`src/rtl/dram_seq_pkg.sv`:
```
// Shared constants and types for the display memory write sequencer.
// Assumes an 8-bit command argument and a 3-bit command code.
package dram_seq_pkg;
    localparam int unsigned DEF_COLS  = 102;
    localparam int unsigned DEF_BANKS = 9;
    localparam int unsigned DEF_ARG_W = 8;
    localparam int unsigned DEF_DAT_W = 8;

    typedef enum logic [2:0] {
        OP_SET_X    = 3'd0,
        OP_SET_Y    = 3'd1,
        OP_SET_XLIM = 3'd2,
        OP_SET_YLIM = 3'd3,
        OP_SET_MODE = 3'd4
    } seq_op_e;

    typedef struct packed {
        logic d0;    // reverse bit order when set
        logic mx;    // mirror physical column when set
        logic vert;  // walk down banks first when set
    } seq_mode_t;
endpackage

```
`src/rtl/dram_ptr_axis.sv`:
```
// One address axis: a pointer and its wrap limit.
// The limit load clamps to MAX_VAL; a pointer load clamps to the present limit.
// A step wraps to 0 when the pointer is at or past the limit, otherwise adds 1.
// Assumes PTR_W <= ARG_W and that loads and steps are mutually exclusive
// in priority (a pointer load wins over a step).
module dram_ptr_axis #(
    parameter int unsigned MAX_VAL = 101,
    parameter int unsigned ARG_W   = 8,
    localparam int unsigned PTR_W  = $clog2(MAX_VAL + 1)
) (
    input  logic             clk,
    input  logic             rst_n,
    input  logic             lim_wr,
    input  logic             ptr_wr,
    input  logic [ARG_W-1:0] load_val,
    input  logic             step,
    output logic [PTR_W-1:0] ptr,
    output logic [PTR_W-1:0] lim,
    output logic             at_lim
);
    localparam logic [PTR_W-1:0] MAX_P = PTR_W'(MAX_VAL);

    logic [PTR_W-1:0] lim_next_val;
    logic [PTR_W-1:0] ptr_load_val;

    // Clamp candidate values for the limit and the pointer loads.
    always_comb begin
        lim_next_val = (32'(load_val) > 32'(MAX_VAL)) ? MAX_P : load_val[PTR_W-1:0];
        ptr_load_val = (32'(load_val) > 32'(lim)) ? lim : load_val[PTR_W-1:0];
    end

    assign at_lim = (ptr >= lim);

    // Limit register: reset to the axis maximum, reloaded by command.
    always_ff @(posedge clk) begin
        if (!rst_n) begin
            lim <= MAX_P;
        end else if (lim_wr) begin
            lim <= lim_next_val;
        end
    end

    // Pointer register: load has priority over the auto advance.
    always_ff @(posedge clk) begin
        if (!rst_n) begin
            ptr <= '0;
        end else if (ptr_wr) begin
            ptr <= ptr_load_val;
        end else if (step) begin
            ptr <= at_lim ? '0 : ptr + 1'b1;
        end
    end
endmodule

```
`src/rtl/dram_col_map.sv`:
```
// Logical to physical column mapping.
// Normal: physical equals logical; mirrored: physical is (NUM_COLS-1) - logical.
// Assumes the logical column never exceeds NUM_COLS-1 (guaranteed by the limits).
module dram_col_map #(
    parameter int unsigned NUM_COLS = 102,
    localparam int unsigned COL_W   = $clog2(NUM_COLS)
) (
    input  logic             mirror,
    input  logic [COL_W-1:0] log_col,
    output logic [COL_W-1:0] phys_col
);
    localparam logic [COL_W-1:0] LAST_COL = COL_W'(NUM_COLS - 1);

    // Select straight or reflected column.
    always_comb begin
        phys_col = mirror ? (LAST_COL - log_col) : log_col;
    end
endmodule

```
`src/rtl/dram_byte_order.sv`:
```
// Optional bit reversal of a data word before it is stored.
// Assumes nothing about the word width beyond DW >= 1.
module dram_byte_order #(
    parameter int unsigned DW = 8
) (
    input  logic          rev_en,
    input  logic [DW-1:0] din,
    output logic [DW-1:0] dout
);
    logic [DW-1:0] rev;

    for (genvar i = 0; i < DW; i++) begin : g_rev
        assign rev[i] = din[DW-1-i];
    end

    // Pass straight through or reversed.
    always_comb begin
        dout = rev_en ? rev : din;
    end
endmodule

```
`src/rtl/dram_wr_seq.sv`:
```
// Display memory write address sequencer (top).
// Decodes host commands into pointer, limit and option loads, accepts data
// bytes, issues one registered write strobe per byte and advances the column
// and bank pointers at that strobe according to the selected walk order.
// Assumes the command decoder presents at most one command per cycle; a byte
// presented together with a command is dropped.
module dram_wr_seq
    import dram_seq_pkg::*;
#(
    parameter int unsigned NUM_COLS  = DEF_COLS,
    parameter int unsigned NUM_BANKS = DEF_BANKS,
    parameter int unsigned ARG_W     = DEF_ARG_W,
    parameter int unsigned DAT_W     = DEF_DAT_W,
    localparam int unsigned COL_W    = $clog2(NUM_COLS),
    localparam int unsigned BANK_W   = $clog2(NUM_BANKS)
) (
    input  logic              clk,
    input  logic              rst_n,
    input  logic              cmd_valid,
    input  logic [2:0]        cmd_op,
    input  logic [ARG_W-1:0]  cmd_arg,
    input  logic              dat_valid,
    input  logic [DAT_W-1:0]  dat_byte,
    output logic              ram_we,
    output logic [COL_W-1:0]  ram_col,
    output logic [BANK_W-1:0] ram_bank,
    output logic [DAT_W-1:0]  ram_data
);
    seq_op_e          op;
    logic             x_wr, y_wr, xl_wr, yl_wr, mode_wr;
    logic             dat_take;
    logic             we_q;
    logic [DAT_W-1:0] data_q;
    seq_mode_t        mode_q;
    logic             step_x, step_y;
    logic             x_at_lim, y_at_lim;
    logic [COL_W-1:0]  x_ptr, x_lim;
    logic [BANK_W-1:0] y_ptr, y_lim;

    assign op = seq_op_e'(cmd_op);

    // Command decode: one load enable per command code.
    always_comb begin
        x_wr    = cmd_valid && (op == OP_SET_X);
        y_wr    = cmd_valid && (op == OP_SET_Y);
        xl_wr   = cmd_valid && (op == OP_SET_XLIM);
        yl_wr   = cmd_valid && (op == OP_SET_YLIM);
        mode_wr = cmd_valid && (op == OP_SET_MODE);
    end

    assign dat_take = dat_valid && !cmd_valid;

    // Capture the byte and schedule its strobe for the next cycle.
    always_ff @(posedge clk) begin
        if (!rst_n) begin
            we_q   <= 1'b0;
            data_q <= '0;
        end else begin
            we_q <= dat_take;
            if (dat_take) begin
                data_q <= dat_byte;
            end
        end
    end

    // Option register: walk order, mirror, bit order.
    always_ff @(posedge clk) begin
        if (!rst_n) begin
            mode_q <= '0;
        end else if (mode_wr) begin
            mode_q <= seq_mode_t'(cmd_arg[2:0]);
        end
    end

    // Advance rules: the fast axis steps every strobe, the slow axis on wrap.
    always_comb begin
        step_x = we_q && (mode_q.vert ? y_at_lim : 1'b1);
        step_y = we_q && (mode_q.vert ? 1'b1 : x_at_lim);
    end

    dram_ptr_axis #(
        .MAX_VAL (NUM_COLS - 1),
        .ARG_W   (ARG_W)
    ) u_x_axis (
        .clk      (clk),
        .rst_n    (rst_n),
        .lim_wr   (xl_wr),
        .ptr_wr   (x_wr),
        .load_val (cmd_arg),
        .step     (step_x),
        .ptr      (x_ptr),
        .lim      (x_lim),
        .at_lim   (x_at_lim)
    );

    dram_ptr_axis #(
        .MAX_VAL (NUM_BANKS - 1),
        .ARG_W   (ARG_W)
    ) u_y_axis (
        .clk      (clk),
        .rst_n    (rst_n),
        .lim_wr   (yl_wr),
        .ptr_wr   (y_wr),
        .load_val (cmd_arg),
        .step     (step_y),
        .ptr      (y_ptr),
        .lim      (y_lim),
        .at_lim   (y_at_lim)
    );

    dram_col_map #(
        .NUM_COLS (NUM_COLS)
    ) u_col_map (
        .mirror   (mode_q.mx),
        .log_col  (x_ptr),
        .phys_col (ram_col)
    );

    dram_byte_order #(
        .DW (DAT_W)
    ) u_byte_order (
        .rev_en (mode_q.d0),
        .din    (data_q),
        .dout   (ram_data)
    );

    assign ram_we   = we_q;
    assign ram_bank = y_ptr;
endmodule

```
`config.mk`:
```
export PLATFORM = sky130hd
export DESIGN_NAME = dram_wr_seq
export DESIGN_NICKNAME = d
export VERILOG_FILES = /design/src/rtl/dram_seq_pkg.sv /design/src/rtl/dram_ptr_axis.sv /design/src/rtl/dram_col_map.sv /design/src/rtl/dram_byte_order.sv /design/src/rtl/dram_wr_seq.sv
export SDC_FILE = /design/constraint.sdc
export NUM_CORES = 1
export LEC_CHECK = 0
export ABC_CLOCK_PERIOD_IN_PS = 3900
export BUFFER_PORTS_ARGS = -buffer_cell sky130_fd_sc_hd__buf_4
export CORE_MARGIN = 2
export CORE_UTILIZATION = 55
export DETAILED_ROUTE_END_ITERATION = 6
export GPL_TIMING_DRIVEN = 0
export PLACE_DENSITY = 0.79
export SLEW_MARGIN = 15
export SYNTH_ARGS = -nofsm -noshare
export SYNTH_HDL_FRONTEND = slang
export SYNTH_SLANG_ARGS = --single-unit
```
`constraint.sdc`:
```
create_clock -name clk -period 3.9 [get_ports clk]
set_input_delay 0.195 -clock clk [delete_from_list [all_inputs] [get_ports clk]]
set_output_delay 0.195 -clock clk [all_outputs]
set_load 0.02 [all_outputs]
```
### Word level (Yosys, flattened, before mapping)

Index checks and enable logic that the tools add are counted.

| cells by class | value |
|---|---|
| multiplexer cells | 14 |
| magnitude comparators | 6 |
| equality and inequality tests | 4 |
| reduce and logical (&&, ||, !) cells | 12 |
| add/sub/neg operators | 3 |

Operators with widths:

| operator | number |
|---|---|
| $mux 7 | 6 |
| $mux 4 | 5 |
| $gt 8x4->1 | 1 |
| $gt 8x4->1 const B | 1 |
| $gt 8x7->1 | 1 |
| $gt 8x7->1 const B | 1 |
| $logic_and 1x1->1 | 8 |
| $mux 8 | 1 |
| $add 7x1->7 const B | 1 |
| $ge 7x7->1 | 1 |
| $sub 7x7->7 const A | 1 |
| $eq 3x2->1 const B | 2 |
| $add 4x1->4 const B | 1 |
| $ge 4x4->1 | 1 |
| $reduce_bool 2->1 | 2 |
| $eq 3x1->1 const B | 1 |
| $eq 3x3->1 const B | 1 |
| $logic_not 3->1 | 1 |
| $mux 1 | 2 |
| $logic_not 1->1 | 1 |

| storage, ports and cells | value |
|---|---|
| output and inout bits | 20 |
| logic and storage cells | 48 |
| flip-flop bits (word level) | 34 |
| input bits | 23 |

### Depth between registers and ports, before layout

Gate-level depths: netlist of run 1.

| logic depth | value |
|---|---|
| word-level depth | 5 |
| gate-level depth with buffers | 8 |
| mapped depth without buffers | 8 |

### Modules after synthesis

Synthesis of run 1 repeated with hierarchy kept, for this count alone.

| second synthesis, totals | value |
|---|---|
| cells, all modules | 309 |
| area total of the unflattened synthesis | 2598.7 sq um |

By module, submodules not included:

| module | seq. area each (sq um) | times used | cells each | area each (sq um) |
|---|---|---|---|---|
| dram_ptr_axis at u_x_axis | 280.3 | 1 | 151 | 1186.1 |
| dram_ptr_axis at u_y_axis | 160.2 | 1 | 74 | 645.6 |
| dram_wr_seq | 240.2 | 1 | 59 | 508.0 |
| dram_byte_order | 0.0 | 1 | 9 | 131.4 |
| dram_col_map | 0.0 | 1 | 16 | 127.6 |

### Worst setup path after synthesis of run 1

Ideal clock, no wire load.

| timing path | value |
|---|---|
| path type | reg-to-reg |
| start | register u_x_axis.lim[5] |
| end | register u_y_axis.ptr[3] |
| slack | 1.827 ns |
| period minus slack after synthesis | 2.073 ns |
| setup time | 0.083 ns |
| arrival time | 1.990 ns |
| stages on the path, launching flop included | 9 |
| required time | 3.817 ns |
| buffers on the path | 0 |
| cells stage by stage | dfxtp_1 -> inv_1 -> ha_1 -> a21oi_2 -> nand2_1 -> a221o_2 -> o21ai_4 -> mux2_2 -> o221ai_1 |

| between the ends | value |
|---|---|
| word-level cells in the longest chain between the ends | 4 |

Ends and longest elaborated chain:

| what | RTL line | source |
|---|---|---|
| from (decl) | dram_ptr_axis.sv:18 | `output logic [PTR_W-1:0] lim,` |
| from (signal assigned) | dram_ptr_axis.sv:39 | `lim <= lim_next_val;` |
| $ge 7x7->1 | dram_ptr_axis.sv:32 | `assign at_lim = (ptr >= lim);` |
| $mux 1 | dram_wr_seq.sv:78 | `step_y = we_q && (mode_q.vert ? 1'b1 : x_at_lim);` |
| $logic_and 1x1->1 | dram_wr_seq.sv:78 |  |
| $reduce_bool 2->1 (no source line) | n/a |  |
| to (signal assigned) | dram_ptr_axis.sv:48 | `ptr <= ptr_load_val;` |
| to (signal assigned) | dram_ptr_axis.sv:50 | `ptr <= at_lim ? '0 : ptr + 1'b1;` |
| to (decl) | dram_ptr_axis.sv:17 | `output logic [PTR_W-1:0] ptr,` |

Every way passes these cells.
A chain may end at the register's enable or synchronous reset.

### Worst setup path in the final report of run 1

| timing path | value |
|---|---|
| start | register u_x_axis.ptr[0] |
| end | register u_x_axis.ptr[4] |

| between the ends | value |
|---|---|
| word-level cells in the longest chain between the ends | 4 |
| elaborated cells between the ends (all ways) | 5 |
| those cells by class | add/sub (1); order compare (1); mux (3) |

Ends and longest elaborated chain:

| what | RTL line | source |
|---|---|---|
| from (decl) | dram_ptr_axis.sv:17 |  |
| from (signal assigned) | dram_ptr_axis.sv:48 |  |
| from (signal assigned) | dram_ptr_axis.sv:50 |  |
| $add 7x1->7 / $ge 7x7->1 (equally long branches) | dram_ptr_axis.sv:50, dram_ptr_axis.sv:32 |  |
| $mux 7 * | dram_ptr_axis.sv:50 |  |
| $mux 7 * | dram_ptr_axis.sv:49 | `end else if (step) begin` |
| $mux 7 * | dram_ptr_axis.sv:47 | `end else if (ptr_wr) begin` |

Mark *: on every way between the ends. The rest lies on a longest branch, timed or not. The select of a mux whose other input is x is not followed.

==> results of run 1 <==
## final timing paths
kind | startpoint | slack, ps | end | cells after the start
worst max-delay path | u_x_axis.ptr[0] | 1530 | u_x_axis.ptr[4] | 8
worst min-delay path | dat_byte[6] | 140 | data_q[6] | 3
worst max register to register | u_x_axis.ptr[0] | 1530 | u_x_axis.ptr[4] | 8
worst min register to register | data_q[2] | 470 | data_q[2] | 2
## routing by layer
metal | share of wire | wire length [um] | vias to the layer above | global-route usage
met5 | 0 | 0 | - | 0
met4 | 0.012 | 70 | 0 | 0.09615
met3 | 0.042 | 250 | 6 | 0.04618
met2 | 0.50 | 2958 | 63 | 0.4151
met1 | 0.44 | 2617 | 1110 | 0.3012
li1 | - | - | 1177 | -
## worst min-delay path: stages
cell and delay, ps:
buf_4 110, nand2_1 40, a21oi_1 50
## placed cells by master (no fill, tap or decap), types with 2 or more instances in the layout
cell	netlist	final
dfxtp_1	34	34
a211oi_1	2	2
nor2b_1	4	4
xor2_1	2	2
nor3b_1	2	2
and2_1	4	4
a22oi_1	6	6
nor4_1	2	2
a211o_1	2	2
a2111oi_2	2	2
buf_4	1	43
o21ai_0	7	7
and3_1	2	2
a21o_1	3	3
clkbuf_8	0	6
nor3_1	8	8
o22ai_1	2	2
nand2b_1	2	2
nor2_1	29	29
nand4b_1	4	4
o221ai_1	2	2
nor4b_1	2	2
mux2_2	10	10
mux2i_1	12	12
xnor2_1	3	3
nand4_1	3	3
nand3_1	8	8
clkbuf_1	8	8
ha_1	26	26
inv_1	13	13
nand2_1	39	39
o211ai_1	8	8
a21oi_1	19	19
and4_1	2	2
a32oi_1	3	3
## cell type report
| class | count | area (um^2) |
|---|---|---|
| Fill cell | 401 | 1389 |
| Buffer | 10 | 42.54 |
| Tap cell | 52 | 65.06 |
| Multi-Input combinational cell | 236 | 1654 |
| Timing Repair Buffer | 42 | 315.3 |
| Clock inverter | 2 | 12.51 |
| Inverter | 14 | 52.55 |
| Clock buffer | 6 | 82.58 |
| Sequential cell | 34 | 680.7 |
## kinds of logic (layout without fill, tap and decap cells)
kind of cell	after synthesis	count (layout)	synth area share
and+or+nand+nor	117	117	0.2410
AOI/OAI and AO/OA	66	66	0.1921
muxes	22	22	0.09578
xor gates and xnor gates	5	5	0.01803
adders and majority gates	26	26	0.1339
buffers and inverters	24	74	0.03913
DFF	34	34	0.2801
## sequential cells by signal, summed over array words and instances (netlist names)
register and flops:
data_q 8, u_x_axis.lim 7, u_x_axis.ptr 7, u_y_axis.lim 4, u_y_axis.ptr 4, mode_q 3, ram_we 1
## where the power goes
part           internal (mW)  switching [mW]  leakage (nW)
Clock                  0.142           0.140        0.0472
Sequential             0.361          0.0174         0.277
Combinational         0.0840           0.105         0.941
==> impl_metrics.env, run 1 <==
export IMPL_layoutNonFillerInstCount=396
export IMPL_finalSetupViolCount=0
export IMPL_clock_path_buffers=2
export IMPL_max_cap_violations=0
export IMPL_root_buffer="clkbuf_8"
export IMPL_die_height_um=70.47
export IMPL_hold_class="in -> reg"
export IMPL_gp_congestion=0.8608
export IMPL_postCtsResizedCells=0
export IMPL_synth_most_common_cell="nand2_1"
export IMPL_cp_cell_sequence="inv_1 -> ha_1 -> nor2b_1 -> o21ai_1 -> a221o_2 -> nor3_2 -> nor4b_1 -> a211o_1"
export IMPL_cts_hold_buffers=0
export IMPL_io_pins=43
export IMPL_drt_pass1_iterations=4
export IMPL_die_width_um=70.47
export IMPL_timing_final_crit_share=0.6086
export IMPL_dp_cells=388
export IMPL_power_density_nw_per_um2=292.4
export IMPL_drive_above_1_share=0.2093
export IMPL_rsz0062_at_grt="no"
export IMPL_portBuffers=42
export IMPL_fin_ws_ps=1527
export IMPL_cts_buffers=5
export IMPL_ant_nets=0
export IMPL_grt_start_max_net_pins=12
export IMPL_ys_seq_area_frac=0.2801
export IMPL_fin_skew_ps=3.596
export IMPL_ys_flop_type="dfxtp_1"
export IMPL_synthesis_area_um2=2430
export IMPL_via_count=2356
export IMPL_overflow=0
export IMPL_ys_ff_latch=34
export IMPL_fmax_mhz=421.3
export IMPL_drv_slew=0
export IMPL_initial_utilization=0.5659
export IMPL_yosysTopAreaCellShare=0.2801
export IMPL_htreeDepth=2
export IMPL_postSynth_asyncResetShare=0
export IMPL_diodes=0
export IMPL_crit_family="simple AND/OR/NAND/NOR gates"
export IMPL_avgSynthCellArea_um2=8.265
export IMPL_die_area_um2=4965
export IMPL_grt_usage=0.2437
export IMPL_clk_pin_slew_ps=70
export IMPL_critPathBufInv=1
export IMPL_final_setup_tns_ps=0
export IMPL_antenna_found_initial=0
export IMPL_syn_inst=294
export IMPL_final_nets=392
export IMPL_vdd_drop_max_v=0.0002073
export IMPL_arrival_ps=2620
export IMPL_synth_nets=343
export IMPL_hold_ws_ps=143.4
export IMPL_grt_pass1_vias=2174
export IMPL_cts_sinks=34
export IMPL_endpoint_kind="flop"
export IMPL_start_kind="flop"
export IMPL_clock_latency_ps=300
export IMPL_wl_um=5895
export IMPL_netlist_top_cells_count="nand2_1, dfxtp_1, nor2_1, ha_1, a21oi_1"
export IMPL_cp_slowest_cell="a221o_2"
export IMPL_cts_tree="yes"
export IMPL_wire_per_inst_um=14.89
export IMPL_syn_to_final_growth_pct=19.57
export IMPL_drc=0
export IMPL_dpl_instance_area_um2=2810
export IMPL_cp_slowest_stage_delay_ps=450
export IMPL_core_area_um2=4294
export IMPL_synth_cell_types=52
export IMPL_period_minus_slack_ps=2374
export IMPL_post_cts_buffers=0
export IMPL_cp_required_ps=4140
export IMPL_stdcell_area_um2=2905
export IMPL_leakage_nw=1.264
export IMPL_via_per_inst=5.949
export IMPL_hpwl_um=4529
export IMPL_finalHoldViolCount=0
export IMPL_path_class="reg -> reg"
export IMPL_first_iter_violations=140
export IMPL_path_max_fanout=8
export IMPL_finish_utilization=0.6766
export IMPL_status="finished, final reports clean"
export IMPL_power_total_mw=0.8494
export IMPL_synth_edff_count=0
export IMPL_synth_top_area_cell="dfxtp_1"
export IMPL_ys_warn_count=0
export IMPL_dp_slack_ps=1538
export IMPL_worst_pin_slew_ps=594.3
export IMPL_slew_headroom=0.6029
export IMPL_grt_pass1_wl_um=9756
export IMPL_synthTopCellsByArea="dfxtp_1, ha_1, nand2_1, mux2i_1, mux2_2"
export IMPL_placementRows=24
Note: power is estimated with default switching activity, not from simulation.
==> inputs of run 2 (changes only) <==
--- a/config.mk
+++ b/config.mk
@@ -5,13 +5,13 @@
 export SDC_FILE = /design/constraint.sdc
 export NUM_CORES = 1
 export LEC_CHECK = 0
-export ABC_CLOCK_PERIOD_IN_PS = 3900
+export ABC_CLOCK_PERIOD_IN_PS = 2150
 export BUFFER_PORTS_ARGS = -buffer_cell sky130_fd_sc_hd__buf_4
 export CORE_MARGIN = 2
-export CORE_UTILIZATION = 55
+export CORE_UTILIZATION = 51
 export DETAILED_ROUTE_END_ITERATION = 6
 export GPL_TIMING_DRIVEN = 0
-export PLACE_DENSITY = 0.79
+export PLACE_DENSITY = 0.77
 export SLEW_MARGIN = 15
 export SYNTH_ARGS = -nofsm -noshare
 export SYNTH_HDL_FRONTEND = slang
==> constraint.sdc (replaced) <==
create_clock -name clk -period 2.15 [get_ports clk]
set_input_delay 0.1075 -clock clk [delete_from_list [all_inputs] [get_ports clk]]
set_output_delay 0.1075 -clock clk [all_outputs]
set_load 0.02 [all_outputs]
==> run 2 against run 1 <==
Against the previous run: combinational power up 99%; sequential cell count unchanged; cell count up 2.5%; critical path depth unchanged; critical endpoint is now u_y_axis.ptr[0]; critical path type unchanged; worst setup slack worse by 1500 ps; highest routed layer unchanged; register-to-register slack worse by 1500 ps; via count down 0.72%; first-iteration DRC count up 4.3%; count of clock-buffer cells in the layout unchanged; sequential power up 82%; fmax up 12%; non-clock buffer count up 8.
==> impl_metrics.env, run 2 (same netlist as run 1, synthesis figures left out) <==
export IMPL_status="finished, final reports clean"
export IMPL_rsz0062_at_grt="yes"
export IMPL_grt_pass1_vias=2236
export IMPL_finalSetupViolCount=0
export IMPL_finish_utilization=0.6663
export IMPL_drive_above_1_share=0.3210
export IMPL_via_count=2339
export IMPL_timing_final_crit_share=0.9884
export IMPL_cts_tree="yes"
export IMPL_initial_utilization=0.5213
export IMPL_leakage_nw=1.306
export IMPL_most_common_layout_cells="buf_4, nand2_1, nor2_1"
export IMPL_reg_top3="data_q x8, u_x_axis.lim x7, u_x_axis.ptr x7"
export IMPL_finalHoldViolCount=0
export IMPL_diodes=0
export IMPL_wl_um=6126
export IMPL_cts_hold_buffers=0
export IMPL_wire_per_inst_um=15.09
export IMPL_max_cap_violations=0
export IMPL_die_area_um2=5333
export IMPL_grt_usage=0.2385
export IMPL_dp_cells=390
export IMPL_portBuffers=42
export IMPL_root_buffer="clkbuf_8"
export IMPL_gp_congestion=0.9035
export IMPL_hpwl_um=4470
export IMPL_final_nets=400
export IMPL_syn_to_final_growth_pct=27.81
export IMPL_grt_pass1_wl_um=10030
export IMPL_multi_input_area_um2=1775
export IMPL_clock_latency_ps=290
export IMPL_drc=0
export IMPL_reg2reg_slack_ps=20
export IMPL_antenna_found_initial=0
export IMPL_placementRows=25
export IMPL_via_per_inst=5.761
export IMPL_endpoint_kind="flop"
export IMPL_first_iter_violations=146
export IMPL_fin_skew_ps=9.094
export IMPL_nFillCells=409
export IMPL_largest_register_ffs=8
export IMPL_overflow=0
export IMPL_layout_commonest_cell="buf_4"
export IMPL_drt_pass1_iterations=4
export IMPL_max_flop_register="data_q"
export IMPL_start_kind="flop"
export IMPL_cp_required_ps=2330
export IMPL_regArea_um2=705.7
export IMPL_htreeDepth=2
export IMPL_power_total_mw=1.543
export IMPL_arrival_ps=2300
export IMPL_cts_buffers=5
export IMPL_slew_headroom=0.6274
export IMPL_power_density_nw_per_um2=497.0
export IMPL_vdd_drop_max_v=0.0004010
export IMPL_worst_pin_slew_ps=557.7
export IMPL_period_minus_slack_ps=2125
export IMPL_hold_class="in -> reg"
export IMPL_clk_pin_slew_ps=80
export IMPL_ant_nets=0
export IMPL_core_area_um2=4661
export IMPL_cts_sinks=34
export IMPL_path_max_fanout=5
export IMPL_clock_path_buffers=2
export IMPL_die_width_um=73.03
export IMPL_layoutNonFillerInstCount=406
export IMPL_dp_slack_ps=-185.5
export IMPL_grt_start_max_net_pins=12
export IMPL_final_setup_tns_ps=0
export IMPL_path_class="reg -> reg"
export IMPL_die_height_um=73.03
export IMPL_fin_ws_ps=24.87
export IMPL_io_pins=43
export IMPL_drv_slew=0
export IMPL_fmax_mhz=470.6
run 2: cell types whose count changed in the layout (fill, tap and decap cells not counted), sizes merged:
cell,previous run,this run
clkinv,2,3
clkinvlp,1,0
buf,43,51
run 2: timing repair:
item	CTS	global route
resized for setup	19	22
pin swaps	6	11
endpoints found under the hold margin	0	0
buffers inserted	6	2
setup endpoints to repair	9	11
run 2: worst max-delay path, stage by stage (launching register included):
cell and delay (ps):
dfxtp_2 350, inv_2 60, ha_4 210, a21oi_2 160, o21ai_2 80, a221o_2 410, o21ai_4 250, mux2i_2 100
a2111oi_2 370
run 2: per-stage QoR:
stage,hold WS (ps),cell area [um^2]
3_3_place_gp,357.0,2813
4_1_cts,50.31,3014
6_report,52.74,3105
2_1_floorplan,231.6,2430
3_5_place_dp,363.0,2813
5_1_grt,62.33,3105
run 2: path summary, 6_finish.rpt:
kind              startpoint               to  cells after the start
max          u_x_axis.lim[2]  u_y_axis.ptr[0]                      8
min              dat_byte[6]        data_q[6]                      3
max reg2reg  u_x_axis.lim[2]  u_y_axis.ptr[0]                      8
min reg2reg        data_q[3]        data_q[3]                      2
run 2: report_power, final:
part           switching (mW)  internal (mW)  total, mW
logic                   0.204          0.171      0.376
registers              0.0329          0.657      0.689
clock network           0.250          0.228      0.478
run 2: layout make-up:
class                           instances  share of cell area
Tap cell                               54             0.02176
Buffer                                 10             0.01370
Timing Repair Buffer                   50              0.1209
Clock inverter                          2            0.004432
Sequential cell                        34              0.2272
Inverter                               14             0.01692
Multi-Input combinational cell        236              0.5717
Clock buffer                            6             0.02337
run 2: metal layers:
metal,GRT usage,up-vias,part of all wire
met2,0.4014,57,0.50
met1,0.2951,1069,0.44
met3,0.04696,15,0.047
li1,-,1198,-
met5,0,-,0
met4,0.1008,0,0.017
